<file path="config.mk">
export PLATFORM = sky130hd
export DESIGN_NAME = keyed_wdog
export DESIGN_NICKNAME = d
export VERILOG_FILES = /design/src/rtl/wdk_pkg.sv /design/src/rtl/wdk_cfg.sv /design/src/rtl/wdk_keyfsm.sv /design/src/rtl/wdk_counter.sv /design/src/rtl/wdk_pulse.sv /design/src/rtl/keyed_wdog.sv
export SDC_FILE = /design/constraint.sdc
export NUM_CORES = 1
export LEC_CHECK = 0
export ABC_AREA = 1
export BUFFER_PORTS_ARGS = -buffer_cell sky130_fd_sc_hd__buf_2
export CAP_MARGIN = 20
export CORE_UTILIZATION = 60
export CTS_BUF_LIST = sky130_fd_sc_hd__clkbuf_4 sky130_fd_sc_hd__clkbuf_8
export DETAILED_ROUTE_END_ITERATION = 16
export GPL_TIMING_DRIVEN = 0
export PLACE_DENSITY_LB_ADDON = 0.25
export SKIP_CTS_REPAIR_TIMING = 1
export SYNTH_ARGS = -nofsm -noshare
export SYNTH_HDL_FRONTEND = slang
export SYNTH_HIERARCHICAL = 1
export SYNTH_SLANG_ARGS = --single-unit
</file>
<file path="constraint.sdc">
create_clock -name clk_i -period 2.8 [get_ports clk_i]
set_input_delay 0.28 -clock clk_i [delete_from_list [all_inputs] [get_ports clk_i]]
set_output_delay 0.28 -clock clk_i [all_outputs]
set_load 0.005 [all_outputs]
</file>
<file path="src/rtl/wdk_pkg.sv">
package wdk_pkg;
  localparam int ADDR_W = 3;
  localparam int KEY_W  = 16;

  localparam logic [ADDR_W-1:0] A_CTRL = 3'd0;
  localparam logic [ADDR_W-1:0] A_MODE = 3'd1;
  localparam logic [ADDR_W-1:0] A_CNTL = 3'd2;
  localparam logic [ADDR_W-1:0] A_CNTH = 3'd3;
  localparam logic [ADDR_W-1:0] A_PRDL = 3'd4;
  localparam logic [ADDR_W-1:0] A_PRDH = 3'd5;

  localparam logic [KEY_W-1:0] KEY_OPEN  = 16'hA5C6;
  localparam logic [KEY_W-1:0] KEY_CLOSE = 16'hDA7E;

  localparam int EN_BIT     = 14;
  localparam int RUN_LO_BIT = 8;
  localparam int RUN_HI_BIT = 9;
  localparam logic [1:0] MODE_WDOG = 2'd2;

  typedef enum logic [1:0] {
    WS_IDLE = 2'd0,
    WS_PRE  = 2'd1,
    WS_ACT  = 2'd2,
    WS_HALF = 2'd3
  } wd_state_e;
endpackage

</file>
<file path="src/rtl/wdk_cfg.sv">
module wdk_cfg
  import wdk_pkg::*;
#(
  parameter int HALF_W = 32
) (
  input  logic                clk_i,
  input  logic                rst_ni,
  input  logic                wr_en_i,
  input  logic [ADDR_W-1:0]   wr_addr_i,
  input  logic [HALF_W-1:0]   wr_data_i,
  input  logic                lock_i,
  output logic [1:0]          mode_o,
  output logic                run_lo_o,
  output logic                run_hi_o,
  output logic                mode_ok_o,
  output logic [2*HALF_W-1:0] prd_o,
  output logic [1:0]          cnt_wr_o
);
  logic mode_we;
  logic [1:0] prd_we;

  assign mode_we = wr_en_i && !lock_i && (wr_addr_i == A_MODE);

  always_ff @(posedge clk_i or negedge rst_ni) begin
    if (!rst_ni) begin
      mode_o   <= '0;
      run_lo_o <= 1'b0;
      run_hi_o <= 1'b0;
    end else if (mode_we) begin
      mode_o   <= wr_data_i[1:0];
      run_lo_o <= wr_data_i[RUN_LO_BIT];
      run_hi_o <= wr_data_i[RUN_HI_BIT];
    end
  end

  assign mode_ok_o = (mode_o == MODE_WDOG) && run_lo_o && run_hi_o;

  for (genvar g = 0; g < 2; g++) begin : g_half
    localparam logic [ADDR_W-1:0] PRD_ADDR = (g == 0) ? A_PRDL : A_PRDH;
    localparam logic [ADDR_W-1:0] CNT_ADDR = (g == 0) ? A_CNTL : A_CNTH;
    assign prd_we[g]   = wr_en_i && !lock_i && (wr_addr_i == PRD_ADDR);
    assign cnt_wr_o[g] = wr_en_i && !lock_i && (wr_addr_i == CNT_ADDR);
    always_ff @(posedge clk_i or negedge rst_ni) begin
      if (!rst_ni) prd_o[g*HALF_W +: HALF_W] <= '0;
      else if (prd_we[g]) prd_o[g*HALF_W +: HALF_W] <= wr_data_i;
    end
  end

  assert_cfg_lock_R10: assert property (@(posedge clk_i) disable iff (!rst_ni)
    (lock_i && wr_en_i) |=> ($stable(prd_o) && $stable(mode_o)));
endmodule

</file>
<file path="src/rtl/wdk_keyfsm.sv">
module wdk_keyfsm
  import wdk_pkg::*;
(
  input  logic             clk_i,
  input  logic             rst_ni,
  input  logic             ctrl_wr_i,
  input  logic [KEY_W-1:0] key_i,
  input  logic             en_bit_i,
  input  logic             timeout_i,
  output wd_state_e        state_o,
  output logic             en_o,
  output logic             active_o,
  output logic             fire_o,
  output logic             restart_o
);
  wd_state_e nxt;
  logic en_eff, bad_key;

  assign en_eff = en_o || en_bit_i;

  always_comb begin
    nxt       = state_o;
    restart_o = 1'b0;
    bad_key   = 1'b0;
    if (ctrl_wr_i) begin
      unique case (state_o)
        WS_IDLE: if (en_eff && key_i == KEY_OPEN) nxt = WS_PRE;
        WS_PRE: begin
          if (en_eff && key_i == KEY_CLOSE) begin
            nxt       = WS_ACT;
            restart_o = 1'b1;
          end
        end
        WS_ACT: begin
          if (key_i == KEY_OPEN) nxt = WS_HALF;
          else bad_key = 1'b1;
        end
        WS_HALF: begin
          if (key_i == KEY_CLOSE) begin
            nxt       = WS_ACT;
            restart_o = 1'b1;
          end else if (key_i != KEY_OPEN) begin
            bad_key = 1'b1;
          end
        end
        default: nxt = WS_IDLE;
      endcase
    end
    fire_o = timeout_i || bad_key;
    if (fire_o) nxt = WS_IDLE;
  end

  always_ff @(posedge clk_i or negedge rst_ni) begin
    if (!rst_ni) begin
      state_o <= WS_IDLE;
      en_o    <= 1'b0;
    end else begin
      state_o <= nxt;
      if (ctrl_wr_i && en_bit_i) en_o <= 1'b1;
    end
  end

  assign active_o = (state_o == WS_ACT) || (state_o == WS_HALF);

  assert_sticky_en_R5: assert property (@(posedge clk_i) disable iff (!rst_ni)
    en_o |=> en_o);
  assert_need_en_R3: assert property (@(posedge clk_i) disable iff (!rst_ni)
    (state_o == WS_IDLE && !en_o && !en_bit_i) |=> (state_o == WS_IDLE));
  assert_bad_key_R8: assert property (@(posedge clk_i) disable iff (!rst_ni)
    (ctrl_wr_i && state_o == WS_ACT && key_i != KEY_OPEN) |=> (state_o == WS_IDLE));
endmodule

</file>
<file path="src/rtl/wdk_counter.sv">
module wdk_counter #(
  parameter int HALF_W = 32,
  localparam int CNT_W = 2 * HALF_W
) (
  input  logic              clk_i,
  input  logic              rst_ni,
  input  logic              active_i,
  input  logic              clear_i,
  input  logic [1:0]        wr_i,
  input  logic [HALF_W-1:0] wdata_i,
  input  logic [CNT_W-1:0]  prd_i,
  output logic [CNT_W-1:0]  cnt_o,
  output logic              timeout_o
);
  logic [CNT_W-1:0] nxt;

  always_comb begin
    nxt = cnt_o;
    if (clear_i) begin
      nxt = '0;
    end else if (active_i) begin
      nxt = cnt_o + 1'b1;
    end else begin
      for (int h = 0; h < 2; h++)
        if (wr_i[h]) nxt[h*HALF_W +: HALF_W] = wdata_i;
    end
  end

  always_ff @(posedge clk_i or negedge rst_ni) begin
    if (!rst_ni) cnt_o <= '0;
    else cnt_o <= nxt;
  end

  assign timeout_o = active_i && (cnt_o == prd_i);

  assert_count_step_R6: assert property (@(posedge clk_i) disable iff (!rst_ni)
    (active_i && !clear_i) |=> (cnt_o == $past(cnt_o) + 1'b1));
  assert_clear_R4: assert property (@(posedge clk_i) disable iff (!rst_ni)
    clear_i |=> (cnt_o == '0));
endmodule

</file>
<file path="src/rtl/wdk_pulse.sv">
module wdk_pulse #(
  parameter int PULSE_CYC = 8,
  localparam int PC_W = (PULSE_CYC > 1) ? $clog2(PULSE_CYC) : 1
) (
  input  logic clk_i,
  input  logic rst_ni,
  input  logic fire_i,
  output logic rst_o
);
  logic [PC_W-1:0] left_q;

  always_ff @(posedge clk_i or negedge rst_ni) begin
    if (!rst_ni) begin
      rst_o  <= 1'b0;
      left_q <= '0;
    end else if (fire_i) begin
      rst_o  <= 1'b1;
      left_q <= PC_W'(PULSE_CYC - 1);
    end else if (rst_o) begin
      if (left_q == '0) rst_o <= 1'b0;
      else left_q <= left_q - 1'b1;
    end
  end

  assert_pulse_start_R9: assert property (@(posedge clk_i) disable iff (!rst_ni)
    $rose(rst_o) |-> $past(fire_i));
  assert_pulse_fire_R8: assert property (@(posedge clk_i) disable iff (!rst_ni)
    fire_i |=> rst_o);
endmodule

</file>
<file path="src/rtl/keyed_wdog.sv">
module keyed_wdog
  import wdk_pkg::*;
#(
  parameter int DATA_W    = 32,
  parameter int PULSE_CYC = 8,
  localparam int HALF_W   = DATA_W,
  localparam int CNT_W    = 2 * HALF_W
) (
  input  logic              clk_i,
  input  logic              rst_ni,
  input  logic              wr_en_i,
  input  logic [ADDR_W-1:0] wr_addr_i,
  input  logic [DATA_W-1:0] wr_data_i,
  input  logic [ADDR_W-1:0] rd_addr_i,
  output logic [DATA_W-1:0] rd_data_o,
  output logic              wdog_rst_o
);
  logic [1:0]       mode;
  logic             run_lo, run_hi, mode_ok;
  logic [CNT_W-1:0] prd, cnt;
  logic [1:0]       cnt_wr;
  logic             ctrl_wr, timeout, active, fire, restart, en;
  wd_state_e        state;

  assign ctrl_wr = wr_en_i && (wr_addr_i == A_CTRL) && mode_ok;

  wdk_cfg #(.HALF_W(HALF_W)) u_cfg (
    .clk_i(clk_i), .rst_ni(rst_ni), .wr_en_i(wr_en_i), .wr_addr_i(wr_addr_i),
    .wr_data_i(wr_data_i), .lock_i(active), .mode_o(mode), .run_lo_o(run_lo),
    .run_hi_o(run_hi), .mode_ok_o(mode_ok), .prd_o(prd), .cnt_wr_o(cnt_wr)
  );

  wdk_keyfsm u_fsm (
    .clk_i(clk_i), .rst_ni(rst_ni), .ctrl_wr_i(ctrl_wr),
    .key_i(wr_data_i[DATA_W-1 -: KEY_W]), .en_bit_i(wr_data_i[EN_BIT]),
    .timeout_i(timeout), .state_o(state), .en_o(en), .active_o(active),
    .fire_o(fire), .restart_o(restart)
  );

  wdk_counter #(.HALF_W(HALF_W)) u_cnt (
    .clk_i(clk_i), .rst_ni(rst_ni), .active_i(active), .clear_i(restart || fire),
    .wr_i(cnt_wr), .wdata_i(wr_data_i), .prd_i(prd), .cnt_o(cnt),
    .timeout_o(timeout)
  );

  wdk_pulse #(.PULSE_CYC(PULSE_CYC)) u_pulse (
    .clk_i(clk_i), .rst_ni(rst_ni), .fire_i(fire), .rst_o(wdog_rst_o)
  );

  always_comb begin
    rd_data_o = '0;
    unique case (rd_addr_i)
      A_CTRL: begin
        rd_data_o[EN_BIT] = en;
        rd_data_o[1:0]    = state;
      end
      A_MODE: begin
        rd_data_o[1:0]        = mode;
        rd_data_o[RUN_LO_BIT] = run_lo;
        rd_data_o[RUN_HI_BIT] = run_hi;
      end
      A_CNTL: rd_data_o = cnt[HALF_W-1:0];
      A_CNTH: rd_data_o = cnt[CNT_W-1:HALF_W];
      A_PRDL: rd_data_o = prd[HALF_W-1:0];
      A_PRDH: rd_data_o = prd[CNT_W-1:HALF_W];
      default: rd_data_o = '0;
    endcase
  end

  assert_gate_R2: assert property (@(posedge clk_i) disable iff (!rst_ni)
    (!mode_ok && state == WS_IDLE) |=> (state == WS_IDLE));
  assert_reset_idle_R9: assert property (@(posedge clk_i) disable iff (!rst_ni)
    $rose(wdog_rst_o) |-> (state == WS_IDLE && cnt == '0));
endmodule

</file>
==> results.ini <==
[global_routing]
grt_pass1_wl_um=73900
grt-ovfl-total=0
first_global_vias=12500
grt_usage_pct=52.0
grt_start_max_net_pins=99
antenna_found_initial=2

[synth]
ys_types=38
yosys_register_bits=139
syn-num-nets=1822
synth_edf_count=0
yosys_warnings=6
synth_ff_type=dfrtp_1
synth-seq-area-share_pct=30.9
yosys.area.top_type=dfrtp_1
synthTopCellsByArea=dfrtp_1, nand2_1, nand4_1
post_synth.cell_area_avg_um2=6.32
yosysTopAreaCellShare_pct=30.9
async_flop_share_pct=100
netlist_area_mm2=0.0112
syn_inst=1778

[die]
initial_core_util_pct=62.0
pin_count=74
die_w_um=139
row_count=49
coreArea_mm2=0.0181
die_y_um=139
dieArea_mm2=0.0193

[critical_path]
cp_num_buf_inv=4
rrSetupSlack_ns=-0.05
path_class=flip-flop to flip-flop
crit_chain=inv_1 > o22ai_1 > nor2_1 > nand2_1 > nor2_1 > nand4_1 > nor2_4 > nor2_4 > inv_2 > or2_4 > nor3_4 > buf_12 > clkbuf_4 > nor2_1 > nand2_1 > nand2_1
r2r_cells=16
crit_arrival_ns=3.22
critPathCaptureType=flip-flop
crit_family=simple AND/OR/NAND/NOR gates
reg2reg_to=u_cnt/cnt_o[59]
crit_path_start_kind=flip-flop
path_depth=16
cp.required_ns=3.16
cp_max_fo=10
r2r_start=u_cnt/cnt_o[42]
cp-endpoint=u_cnt/cnt_o[59]
cpMaxStageDelayCell=dfrtp_2
crit_path_max_incr_delay_ns=0.47
startpoint=u_cnt/cnt_o[42]

[power_and_ir_drop]
power_leakage_nw=6.21
power_mw=7.13
p_per_area_mw_per_mm2=552
max-vdd-ir-drop_mv=0.440

[min_path]
min_path_type=primary input to flip-flop
min_path_cells=3

[timing]
fin_crit_sh_pct=102
finalWorstSetupSlack_ns=-0.0548
final.min_clock_period_ns=2.85
skew_ns=0.0138
worst_pin_slew_ns=1.17
max_freq_ghz=0.350
setup_viol=5
report.final.slew_viol_count=0
slew-limit-headroom_pct=22.3
timing_hold_violations_final=0

[run]
maxCapViolations=0

[detailed_routing]
drt_drc_violations_left=0
via_per_inst=6.55
ant_nets=0
avgRoutedWirePerCell_um=24.0
drtIter0Drc=2185
wirelength_um=51200
vias=14000
firstDrtPassIters=8

[clocking]
clk_latency_ns=0.47
cts_tree=yes
htree_levels=4
cts_inserted_buffers=17
clock_path_buffers=2
clk_pin_slew_worst_paths_ns=0.09
clock-sinks=139
root_buffer=clkbuf_8

[final_layout]
n_antenna_cell=0
layout-drive-gt1-share_pct=19.2
areaGrowthSynthToFinish_pct=14.7
postLayoutCoreUtil_pct=71.1
final_design_area_no_fill_mm2=0.0129
fin_nets=1938

[status]
violations=negative setup slack
status=finished with violations

[placement]
gp_congestion=1.13
post-place-ws_ns=-0.773
hpwl_um=37900
dpl_cell_area_mm2=0.0119
portBuffers=71

-- cell families after synthesis --
family                   after synthesis  share of synthesized area, %
XOR/XNOR                              21                          1.64
AO/OA/AOI/OAI                        202                          10.0
adder cells (fa/ha/maj)                3                         0.334
AND/OR/NAND/NOR                     1123                          45.3
buffers and inverters                290                          11.8
flip-flops                           139                          30.9
-- area by class of cell --
| type | instances | area (um^2) |
|---|---|---|
| fill | 1597 | 5250 |
| timing repair buffer | 97 | 634 |
| clock buffer | 17 | 234 |
| clock inverter | 13 | 170 |
| inverter | 206 | 783 |
| multi-input combinational | 1349 | 6650 |
| sequential | 139 | 3510 |
| tap | 229 | 287 |
| buffer | 84 | 628 |
-- Yosys cell counts (5+ instances only) --
| cell type | count |
|---|---|
| nor2_2 | 25 |
| o22ai_1 | 12 |
| nand2_4 | 5 |
| nor2_1 | 217 |
| a31oi_1 | 8 |
| a21oi_1 | 27 |
| inv_2 | 9 |
| xor2_1 | 10 |
| o21ai_0 | 96 |
| nand4_1 | 140 |
| nand2_2 | 19 |
| nand3_1 | 109 |
| o21ai_1 | 23 |
| dfrtp_1 | 139 |
| buf_2 | 33 |
| buf_6 | 15 |
| buf_4 | 13 |
| inv_1 | 195 |
| nor2_4 | 13 |
| nand2_1 | 571 |
| clkbuf_1 | 20 |
| xnor2_1 | 11 |
| nor3_1 | 9 |
| o21bai_1 | 34 |
-- power by group --
| part | leakage (nW) | internal (mW) | total (mW) | switching (mW) |
|---|---|---|---|---|
| Combinational | 4.36 | 0.757 | 2.20 | 1.45 |
| Sequential | 1.66 | 2.39 | 3.18 | 0.790 |
| Clock | 0.195 | 0.880 | 1.74 | 0.863 |
-- metrics by stage --
stage | std cells | hold WS [ns] | TNS [ns]
2_1_floorplan | 1778 | -0.0156 | 0
6_report | 2134 | 0.0675 | -0.140
3_3_place_gp | 2078 | 0.465 | -109.52
5_1_grt | 2134 | 0.0687 | -1.09
4_1_cts | 2109 | -0.278 | -40.48
3_5_place_dp | 2079 | 0.225 | -39.35
-- metal layers --
metal  track usage [%]  part of all wire (%)  up-vias
met5                 0                 0.057        -
met4              38.5                   9.7        4
met3              17.2                    15      378
met2              75.5                    41     1316
met1              64.5                    34     6279
li1                  -                     -     6004
-- worst reg2reg max path: stages (launching register included) --
cell      delay, ns
dfrtp_2        0.47
inv_1          0.18
o22ai_1        0.35
nor2_1         0.07
nand2_1        0.07
nor2_1         0.04
nand4_1        0.13
nor2_4         0.08
nor2_4         0.09
inv_2          0.05
or2_4          0.27
nor3_4         0.23
buf_12         0.18
clkbuf_4       0.26
nor2_1         0.08
nand2_1        0.13
nand2_1        0.07
-- registers in the layout (all words and copies together), names as in the netlist --
| name | cells |
|---|---|
| u_cnt/cnt_o | 64 |
| u_cfg/prd_o | 64 |
| u_cfg/mode_o | 2 |
| u_cfg/run_lo_o | 1 |
| u_fsm/state_o | 2 |
| u_pulse/left_q | 3 |
| u_pulse/rst_o | 1 |
| u_cfg/run_hi_o | 1 |
| u_fsm/en_o | 1 |
-- cell usage in the layout (no fill, tap or decap), types with 20 or more instances in the layout --
cell type / Yosys / final
o21ai_2: 0 / 26
o21bai_1: 34 / 34
inv_1: 195 / 183
buf_4: 13 / 33
nand2_2: 19 / 22
nand4_1: 140 / 140
nor2_2: 25 / 27
nand3_1: 109 / 109
buf_2: 33 / 101
nor2_1: 217 / 214
dfrtp_1: 139 / 110
buf_6: 15 / 24
inv_2: 9 / 20
o21ai_1: 23 / 27
nand2_1: 571 / 567
a21oi_1: 27 / 27
o21ai_0: 96 / 62
dfrtp_2: 0 / 29
-- worst min path at each step --
stage | startpoint | end | slack, ns
after CTS | rst_ni | u_cnt/cnt_o[40] | -0.28
after floorplan | rst_ni | u_cfg/mode_o[0] | -0.02
final | wr_data_i[7] | u_cfg/prd_o[39] | 0.07
after global routing | wr_data_i[7] | u_cfg/prd_o[39] | 0.07
after global placement | u_pulse/left_q[0] | u_pulse/left_q[0] | 0.47
after detailed placement | rst_ni | u_cnt/cnt_o[40] | 0.23
(Power assumes the default switching activity.)
